## config.mk

```make
export PLATFORM = sky130hd
export DESIGN_NAME = uart_serializer
export DESIGN_NICKNAME = d
export VERILOG_FILES = /design/src/rtl/txs_pkg.sv /design/src/rtl/txs_frame_build.sv /design/src/rtl/txs_shift_ctl.sv /design/src/rtl/uart_serializer.sv
export SDC_FILE = /design/constraint.sdc
export NUM_CORES = 1
export LEC_CHECK = 0
export BUFFER_PORTS_ARGS = -buffer_cell sky130_fd_sc_hd__buf_4
export CORE_MARGIN = 2
export CORE_UTILIZATION = 55
export DETAILED_ROUTE_END_ITERATION = 16
export PLACE_DENSITY = 0.78
export SLEW_MARGIN = 25
export SYNTH_ARGS = -nofsm -noshare
export SYNTH_HDL_FRONTEND = slang
export SYNTH_SLANG_ARGS = --single-unit
```

## constraint.sdc

```tcl
create_clock -name clk -period 2.52 [get_ports clk]
set_input_delay 0.756 -clock clk [delete_from_list [all_inputs] [get_ports clk]]
set_output_delay 0.756 -clock clk [all_outputs]
set_load 0.03 [all_outputs]
```

## src/rtl/txs_pkg.sv

```systemverilog
package txs_pkg;

    typedef enum logic [1:0] {
        ST_IDLE  = 2'd0,
        ST_ARMED = 2'd1,
        ST_SEND  = 2'd2
    } txs_state_e;

    typedef struct packed {
        logic data_wide;
        logic par_on;
        logic par_odd;
        logic stop_two;
    } txs_fmt_t;

endpackage

```

## src/rtl/txs_frame_build.sv

```systemverilog
module txs_frame_build
    import txs_pkg::*;
#(
    parameter int DATA_W  = 8,
    parameter int FRAME_W = DATA_W + 4,
    parameter int CNT_W   = $clog2(FRAME_W + 1)
) (
    input  txs_fmt_t            fmt,
    input  logic [DATA_W-1:0]   data,
    output logic [FRAME_W-1:0]  frame,
    output logic [CNT_W-1:0]    nbits
);

    localparam int NARROW_W = DATA_W - 1;

    logic [DATA_W-1:0] mask_d;
    logic [DATA_W-1:0] used_d;
    logic [CNT_W-1:0]  dcount_d;
    logic              parity_d;
    logic [CNT_W-1:0]  par_pos_d;

    always_comb begin
        mask_d           = '1;
        mask_d[DATA_W-1] = fmt.data_wide;
        used_d           = data & mask_d;
        dcount_d         = fmt.data_wide ? CNT_W'(DATA_W) : CNT_W'(NARROW_W);
        parity_d         = (^used_d) ^ fmt.par_odd;
        par_pos_d        = dcount_d + CNT_W'(1);

        frame    = '1;
        frame[0] = 1'b0;
        for (int i = 0; i < DATA_W; i++) begin
            if (CNT_W'(i) < dcount_d) begin
                frame[1 + i] = used_d[i];
            end
        end
        if (fmt.par_on) begin
            frame[par_pos_d] = parity_d;
        end

        nbits = dcount_d + CNT_W'(2) + CNT_W'(fmt.par_on) + CNT_W'(fmt.stop_two);
    end

endmodule

```

## src/rtl/txs_shift_ctl.sv

```systemverilog
module txs_shift_ctl
    import txs_pkg::*;
#(
    parameter int FRAME_W = 12,
    parameter int CNT_W   = $clog2(FRAME_W + 1)
) (
    input  logic               clk,
    input  logic               rst_n,
    input  logic               run_en,
    input  logic               bit_tick,
    input  logic               wr_strobe,
    input  logic [FRAME_W-1:0] frame_in,
    input  logic [CNT_W-1:0]   nbits_in,
    output logic               tx_line,
    output logic               busy
);

    typedef struct packed {
        txs_state_e         state;
        logic [FRAME_W-1:0] frame;
        logic [CNT_W-1:0]   cnt;
        logic               line;
    } ctl_t;

    ctl_t ctl_d, ctl_q;

    always_comb begin
        ctl_d = ctl_q;
        if (!run_en) begin
            ctl_d.state = ST_IDLE;
            ctl_d.line  = 1'b1;
        end else begin
            case (ctl_q.state)
                ST_IDLE: begin
                    ctl_d.line = 1'b1;
                    if (wr_strobe) begin
                        ctl_d.frame = frame_in;
                        ctl_d.cnt   = nbits_in;
                        ctl_d.state = ST_ARMED;
                    end
                end
                ST_ARMED: begin
                    if (bit_tick) begin
                        ctl_d.line  = ctl_q.frame[0];
                        ctl_d.frame = {1'b1, ctl_q.frame[FRAME_W-1:1]};
                        ctl_d.cnt   = ctl_q.cnt - CNT_W'(1);
                        ctl_d.state = ST_SEND;
                    end
                end
                ST_SEND: begin
                    if (bit_tick) begin
                        if (ctl_q.cnt == '0) begin
                            ctl_d.line  = 1'b1;
                            ctl_d.state = ST_IDLE;
                        end else begin
                            ctl_d.line  = ctl_q.frame[0];
                            ctl_d.frame = {1'b1, ctl_q.frame[FRAME_W-1:1]};
                            ctl_d.cnt   = ctl_q.cnt - CNT_W'(1);
                        end
                    end
                end
                default: begin
                    ctl_d.state = ST_IDLE;
                    ctl_d.line  = 1'b1;
                end
            endcase
        end
    end

    always_ff @(posedge clk or negedge rst_n) begin
        if (!rst_n) begin
            ctl_q.state <= ST_IDLE;
            ctl_q.frame <= '1;
            ctl_q.cnt   <= '0;
            ctl_q.line  <= 1'b1;
        end else begin
            ctl_q <= ctl_d;
        end
    end

    assign tx_line = ctl_q.line | ~run_en;
    assign busy    = run_en & (ctl_q.state != ST_IDLE);

    // the line rests high while waiting for the first tick
    p_armed_high_r1: assert property (@(posedge clk) disable iff (!rst_n)
        (ctl_q.state == ST_ARMED) |-> tx_line);

    // without a tick the line holds its value
    p_hold_r2: assert property (@(posedge clk) disable iff (!rst_n)
        (run_en && !bit_tick) |=> ($stable(tx_line) || !run_en));

    // a load raises busy in the next cycle
    p_load_busy_r3: assert property (@(posedge clk) disable iff (!rst_n)
        (run_en && wr_strobe && !busy) |=> (busy || !run_en));

    // a strobe while busy leaves the bit count untouched
    p_cnt_hold_r4: assert property (@(posedge clk) disable iff (!rst_n)
        (busy && wr_strobe && !bit_tick) |=> $stable(ctl_q.cnt));

    // the line is high whenever no frame is in flight
    p_idle_high_r8: assert property (@(posedge clk) disable iff (!rst_n)
        !busy |-> tx_line);

    // disabling returns the controller to idle
    p_off_idle_r9: assert property (@(posedge clk) disable iff (!rst_n)
        !run_en |=> (ctl_q.state == ST_IDLE));

endmodule

```

## src/rtl/uart_serializer.sv

```systemverilog
module uart_serializer
    import txs_pkg::*;
#(
    parameter int DATA_W = 8
) (
    input  logic              clk,
    input  logic              rst_n,
    input  logic              run_en,
    input  logic              data_wide,
    input  logic              par_on,
    input  logic              par_odd,
    input  logic              stop_two,
    input  logic              bit_tick,
    input  logic              wr_strobe,
    input  logic [DATA_W-1:0] wr_data,
    output logic              tx_line,
    output logic              busy
);

    localparam int FRAME_W = DATA_W + 4;
    localparam int CNT_W   = $clog2(FRAME_W + 1);

    txs_fmt_t           fmt;
    logic [FRAME_W-1:0] frame_w;
    logic [CNT_W-1:0]   nbits_w;

    assign fmt = '{data_wide: data_wide, par_on: par_on,
                   par_odd: par_odd, stop_two: stop_two};

    txs_frame_build #(
        .DATA_W (DATA_W),
        .FRAME_W(FRAME_W),
        .CNT_W  (CNT_W)
    ) u_build (
        .fmt  (fmt),
        .data (wr_data),
        .frame(frame_w),
        .nbits(nbits_w)
    );

    txs_shift_ctl #(
        .FRAME_W(FRAME_W),
        .CNT_W  (CNT_W)
    ) u_ctl (
        .clk      (clk),
        .rst_n    (rst_n),
        .run_en   (run_en),
        .bit_tick (bit_tick),
        .wr_strobe(wr_strobe),
        .frame_in (frame_w),
        .nbits_in (nbits_w),
        .tx_line  (tx_line),
        .busy     (busy)
    );

endmodule

```

# --- After elaboration in Yosys (flattened, before gate mapping) ---
# Index checks and enable logic that the tools add are counted.
classes:
  muxes: 24
  bitwise_logic: 5
  reduce_logical: 9
  order_cmp: 10
  eq_ne: 10
  add_sub_neg: 5
ops:
  columns: ["cell", "count"]
  rows:
  - ["$pmux 16 s3", 1]
  - ["$mux 19", 2]
  - ["$mux 18", 1]
  - ["$lt 3x4->1 const A", 4]
  - ["$mux 16", 1]
  - ["$bwmux 12", 1]
  - ["$mux 12", 1]
  - ["$mux 1", 11]
  - ["$ne 3x3->1 const B", 3]
  - ["$add 4x1->4", 2]
  - ["$and 8x8->8", 1]
  - ["$lt 1x4->1 const A", 2]
  - ["$lt 2x4->1 const A", 2]
  - ["$ne 2x2->1 const B", 4]
  - ["$reduce_xor 8->1", 1]
  - ["$pmux 2 s3", 1]
  - ["$reduce_and 6->1", 1]
  - ["$lt 4x5->1 const B", 1]
  - ["$add 4x1->4 const B", 1]
  - ["$add 4x2->4 const B", 1]
  - ["$demux 1 s4", 1]
  - ["$ge 4x1->1 const B", 1]
  - ["$logic_not 4->1", 1]
  - ["$mux 2", 2]
  - ["other kinds (16)", 16]
word_totals:
  elab_cells: 67
  output_inout_bits: 2
  regBits: 19
  in_bits: 17

# --- Logic depth before layout (Yosys ltp) ---
logic_depth:
  word_depth: 11
  ltp_mapped: 8
  depth_no_buf: 7

# --- Hierarchy ---
# From an unflattened synthesis, not the netlist that was laid out.
hier_totals:
  cells_unflattened: 142
  hier_area_um2: 1390.1
modules_own_cells:
  columns: ["mod", "area_per_inst_um2", "cells_each", "seq_area_each_um2", "instances"]
  rows:
  - ["txs_shift_ctl", 1157.4, 111, 491.7, 1]
  - ["txs_frame_build", 232.7, 31, 0.0, 1]

# --- Worst setup path before layout ---
# No wires, ideal clock.
synth_path:
  path_kind: "input port to output port"
  start: "in run_en"
  end: "out busy"
  path_stages: 1
  arrival_time_ps: 1211
  required_ps: 1764
  path_buffers: 0
  setup_slack_ps: 553
  path_cell_list: "nor2b_1"
synth_via:
  elab_chain_len: 1
synth_rtl:
  columns: ["element", "line_no", "source"]
  rows:
  - ["start: declaration", "uart_serializer.sv:8", "input logic run_en,"]
  - ["$and 1x1->1", "txs_shift_ctl.sv:82", "assign busy = run_en & (ctl_q.state != ST_IDLE);"]
  - ["end: declaration", "uart_serializer.sv:17", "output logic busy"]
# Every way passes these cells.

# --- Final worst setup path ---
layout_path:
  start: "reg u_ctl.ctl_q[17] (netlist name)"
  end: "out busy"
layout_via:
  elab_chain_len: 2
layout_rtl:
  columns: ["element", "line_no", "source"]
  rows:
  - ["start: declaration", "txs_shift_ctl.sv:25", "ctl_t ctl_d, ctl_q;"]
  - ["start signal: assignment", "txs_shift_ctl.sv:77", "ctl_q <= ctl_d;"]
  - ["$reduce_bool 2->1", "txs_shift_ctl.sv:82", null]
  - ["$and 1x1->1", "txs_shift_ctl.sv:82", null]
# Every way passes these cells.

==> results.json <==
{
  "crit_buf_inv": 2,
  "yosys.area.top_type": "dfstp_2",
  "vdd_drop_max_mv": 0.584,
  "cts_root_buf": "clkbuf_4",
  "yosysTopAreaCellShare_pct": 25.5,
  "setup_viol": 0,
  "hp-class": "in2async",
  "startpoint_type": "flop",
  "grt_overflow_total": 0,
  "power_density_nw_per_um2": 1040,
  "regMostFlops": "u_ctl.ctl_q",
  "status": "finished, final reports clean",
  "yosysSeqAreaShare_pct": 38.7,
  "critPathCaptureType": "output port",
  "path_max_fanout": 4,
  "leakagePower_nw": 0.562,
  "path_class": "reg2out",
  "num_vias": 805,
  "drtIter0Drc": 9,
  "setup_tns_ps": 0,
  "fp-row-count": 16,
  "start_util_pct": 57.8,
  "slew_headroom_pct": 68.9,
  "dpl.hpwl_um": 1440,
  "r2r-start": "u_ctl.ctl_q[1]$_DFFE_PN0P_",
  "synth_nets": 135,
  "routed_wl_um": 1900,
  "final_nets": 156,
  "synth.area.top_cells": "dfstp_2, dfrtp_1, mux2i_1, ha_1, xnor2_1",
  "cts.sinks": 17,
  "die_area_um2": 2440,
  "critPathTopFamily": "flip-flops",
  "grt_pass1_wl_um": 3530,
  "io_pins": 19,
  "rsz0062_at_grt": "no",
  "clock_skew_ps": 0.596,
  "cts_resized": 0,
  "fillers": 178,
  "insertion_delay_ps": 290,
  "yosysWarningCount": 0,
  "cpMaxStageDelayCell": "dfrtp_1",
  "dpl-instance-area_um2": 1290,
  "dieHeight_um": 49.4,
  "max_freq_mhz": 489,
  "drt_first_pass_iters": 4,
  "largestRegisters": "u_ctl.ctl_q (17)",
  "vias_per_cell": 5.13,
  "holdBufCountCts": 0,
  "drive_gt1_share_pct": 32.3,
  "place_inst": 153,
  "cpPeakStageDelay_ps": 420,
  "timing.final.crit_share_pct": 81.2,
  "syn2layout_area_growth_pct": 15.7,
  "antenna_found_initial": 0,
  "max_cap_violations": 0,
  "die_w_um": 49.4,
  "finalNonFillerCells": 157,
  "n_antenna_cell": 0,
  "numCtsBuffers": 3,
  "final.min_clock_period_ps": 2050,
  "slew_violations": 0,
  "ant_nets": 0,
  "postCtsSetupBuffers": 0,
  "worstPathRequired_ps": 1760,
  "ys_seq_elements": 17,
  "yosysUniqueCellTypes": 35,
  "grt_usage_pct": 18.8,
  "final_area_um2": 1310,
  "largest_register_ffs": 17,
  "cts_buffer_depth": 2,
  "detail_route.wl_per_cell_um": 12.1,
  "avgSynthCellArea_um2": 10.3,
  "async_reset_ff_share_pct": 100,
  "design.core.area_um2": 1960,
  "cp.arrival_ps": 1290,
  "io_buffers": 18,
  "tightest_slew_ps": 467,
  "grt_pass1_vias": 840,
  "power.total_mw": 1.36,
  "hold_slack_ps": 310,
  "drc": 0,
  "crit_start": "u_ctl.ctl_q[17]$_DFFE_PN0P_",
  "syn_inst": 110,
  "gp_congestion": 0.743,
  "tritoncts": "done",
  "hold_viol_final": 0,
  "synth_edf_count": 0,
  "synth-main-ff-cell": "dfstp_2",
  "cts.htree.levels": 1,
  "grt_max_degree": 29,
  "path_cells": "inv_1 > ha_1 > nor2b_1 > buf_4",
  "clkTransAtPathRegs_ps": 100,
  "netlist_area_um2": 1130
}
[worst register-to-register path: cells and delay by family, from the launching register on]
family | cells | cell delay (ps)
fa+ha+maj | 1 | 170
buf+inv | 2 | 300
simple gates | 2 | 440
compound gates | 2 | 490
flops | 1 | 410
[cell families after synthesis]
family	after synthesis	synth area share [%]
muxes	11	9.70
buffers and inverters	12	5.51
DFF	17	38.7
xor gates and xnor gates	9	7.61
AOI/OAI and AO/OA	22	13.7
adders and majority gates	8	9.48
and+or+nand+nor	31	15.3
[through the flow]
| step | util [%] | setup slack (ps) |
|---|---|---|
| 6_report | 66.9 | 474 |
| 5_1_grt | 66.9 | 394 |
| 4_1_cts | 66.9 | 468 |
| 3_5_place_dp | 65.6 | 590 |
| 3_3_place_gp | 65.6 | 593 |
| 2_1_floorplan | - | 553 |
[power breakdown]
part	internal (mW)	switching, mW
registers	0.451	0.0769
logic	0.319	0.367
clock network	0.0615	0.0867
total	0.831	0.530
[cell usage in the layout (no fill, tap or decap), types with 2 or more instances in the layout]
cell | netlist | routed
buf_4 | 0 | 20
nor2_1 | 12 | 12
mux2i_1 | 11 | 11
dfstp_2 | 11 | 11
a21oi_1 | 9 | 9
inv_1 | 8 | 8
ha_1 | 7 | 7
xnor2_1 | 6 | 6
dfrtp_1 | 6 | 6
nor2b_1 | 4 | 4
nand2_1 | 4 | 4
clkbuf_4 | 0 | 3
nand2b_1 | 2 | 2
nand3_1 | 2 | 2
o21ai_1 | 2 | 2
xor2_1 | 2 | 2
a31oi_1 | 2 | 2
[metal layers]
metal	share of wire [%]	global-route usage, %
met5	0	0
met3	3.5	3.68
met2	52	33.8
met1	43	22.7
met4	0.68	5.56
[cell usage after synthesis, types with 4 or more instances]
cell      n
nor2_1   12
dfstp_2  11
mux2i_1  11
a21oi_1   9
inv_1     8
ha_1      7
dfrtp_1   6
xnor2_1   6
nand2_1   4
nor2b_1   4
[final timing paths]
| kind | endpoint | slack [ps] | cells after the start |
|---|---|---|---|
| max | busy | 470 | 4 |
| min | u_ctl.ctl_q[3]$_DFFE_PN0P_ | 310 | 1 |
| max reg2reg | u_ctl.ctl_q[4]$_DFFE_PN0P_ | 600 | 7 |
| min reg2reg | u_ctl.ctl_q[5]$_DFFE_PN1P_ | 480 | 2 |
| max in group asynchronous | u_ctl.ctl_q[12]$_DFFE_PN1P_ | 1960 | 1 |
| min in group clk | u_ctl.ctl_q[5]$_DFFE_PN1P_ | 480 | 2 |
[final cells by class]
class,count,area (um2),share of cell area (%)
multi-input cells,81,633,48.2
flip-flops and latches,17,439,33.5
repair buffers,20,150,11.4
well taps,27,33.8,2.57
inverters,8,30.0,2.29
clock buffers,4,26.3,2.00
Note: power is estimated with default switching activity, not from simulation.
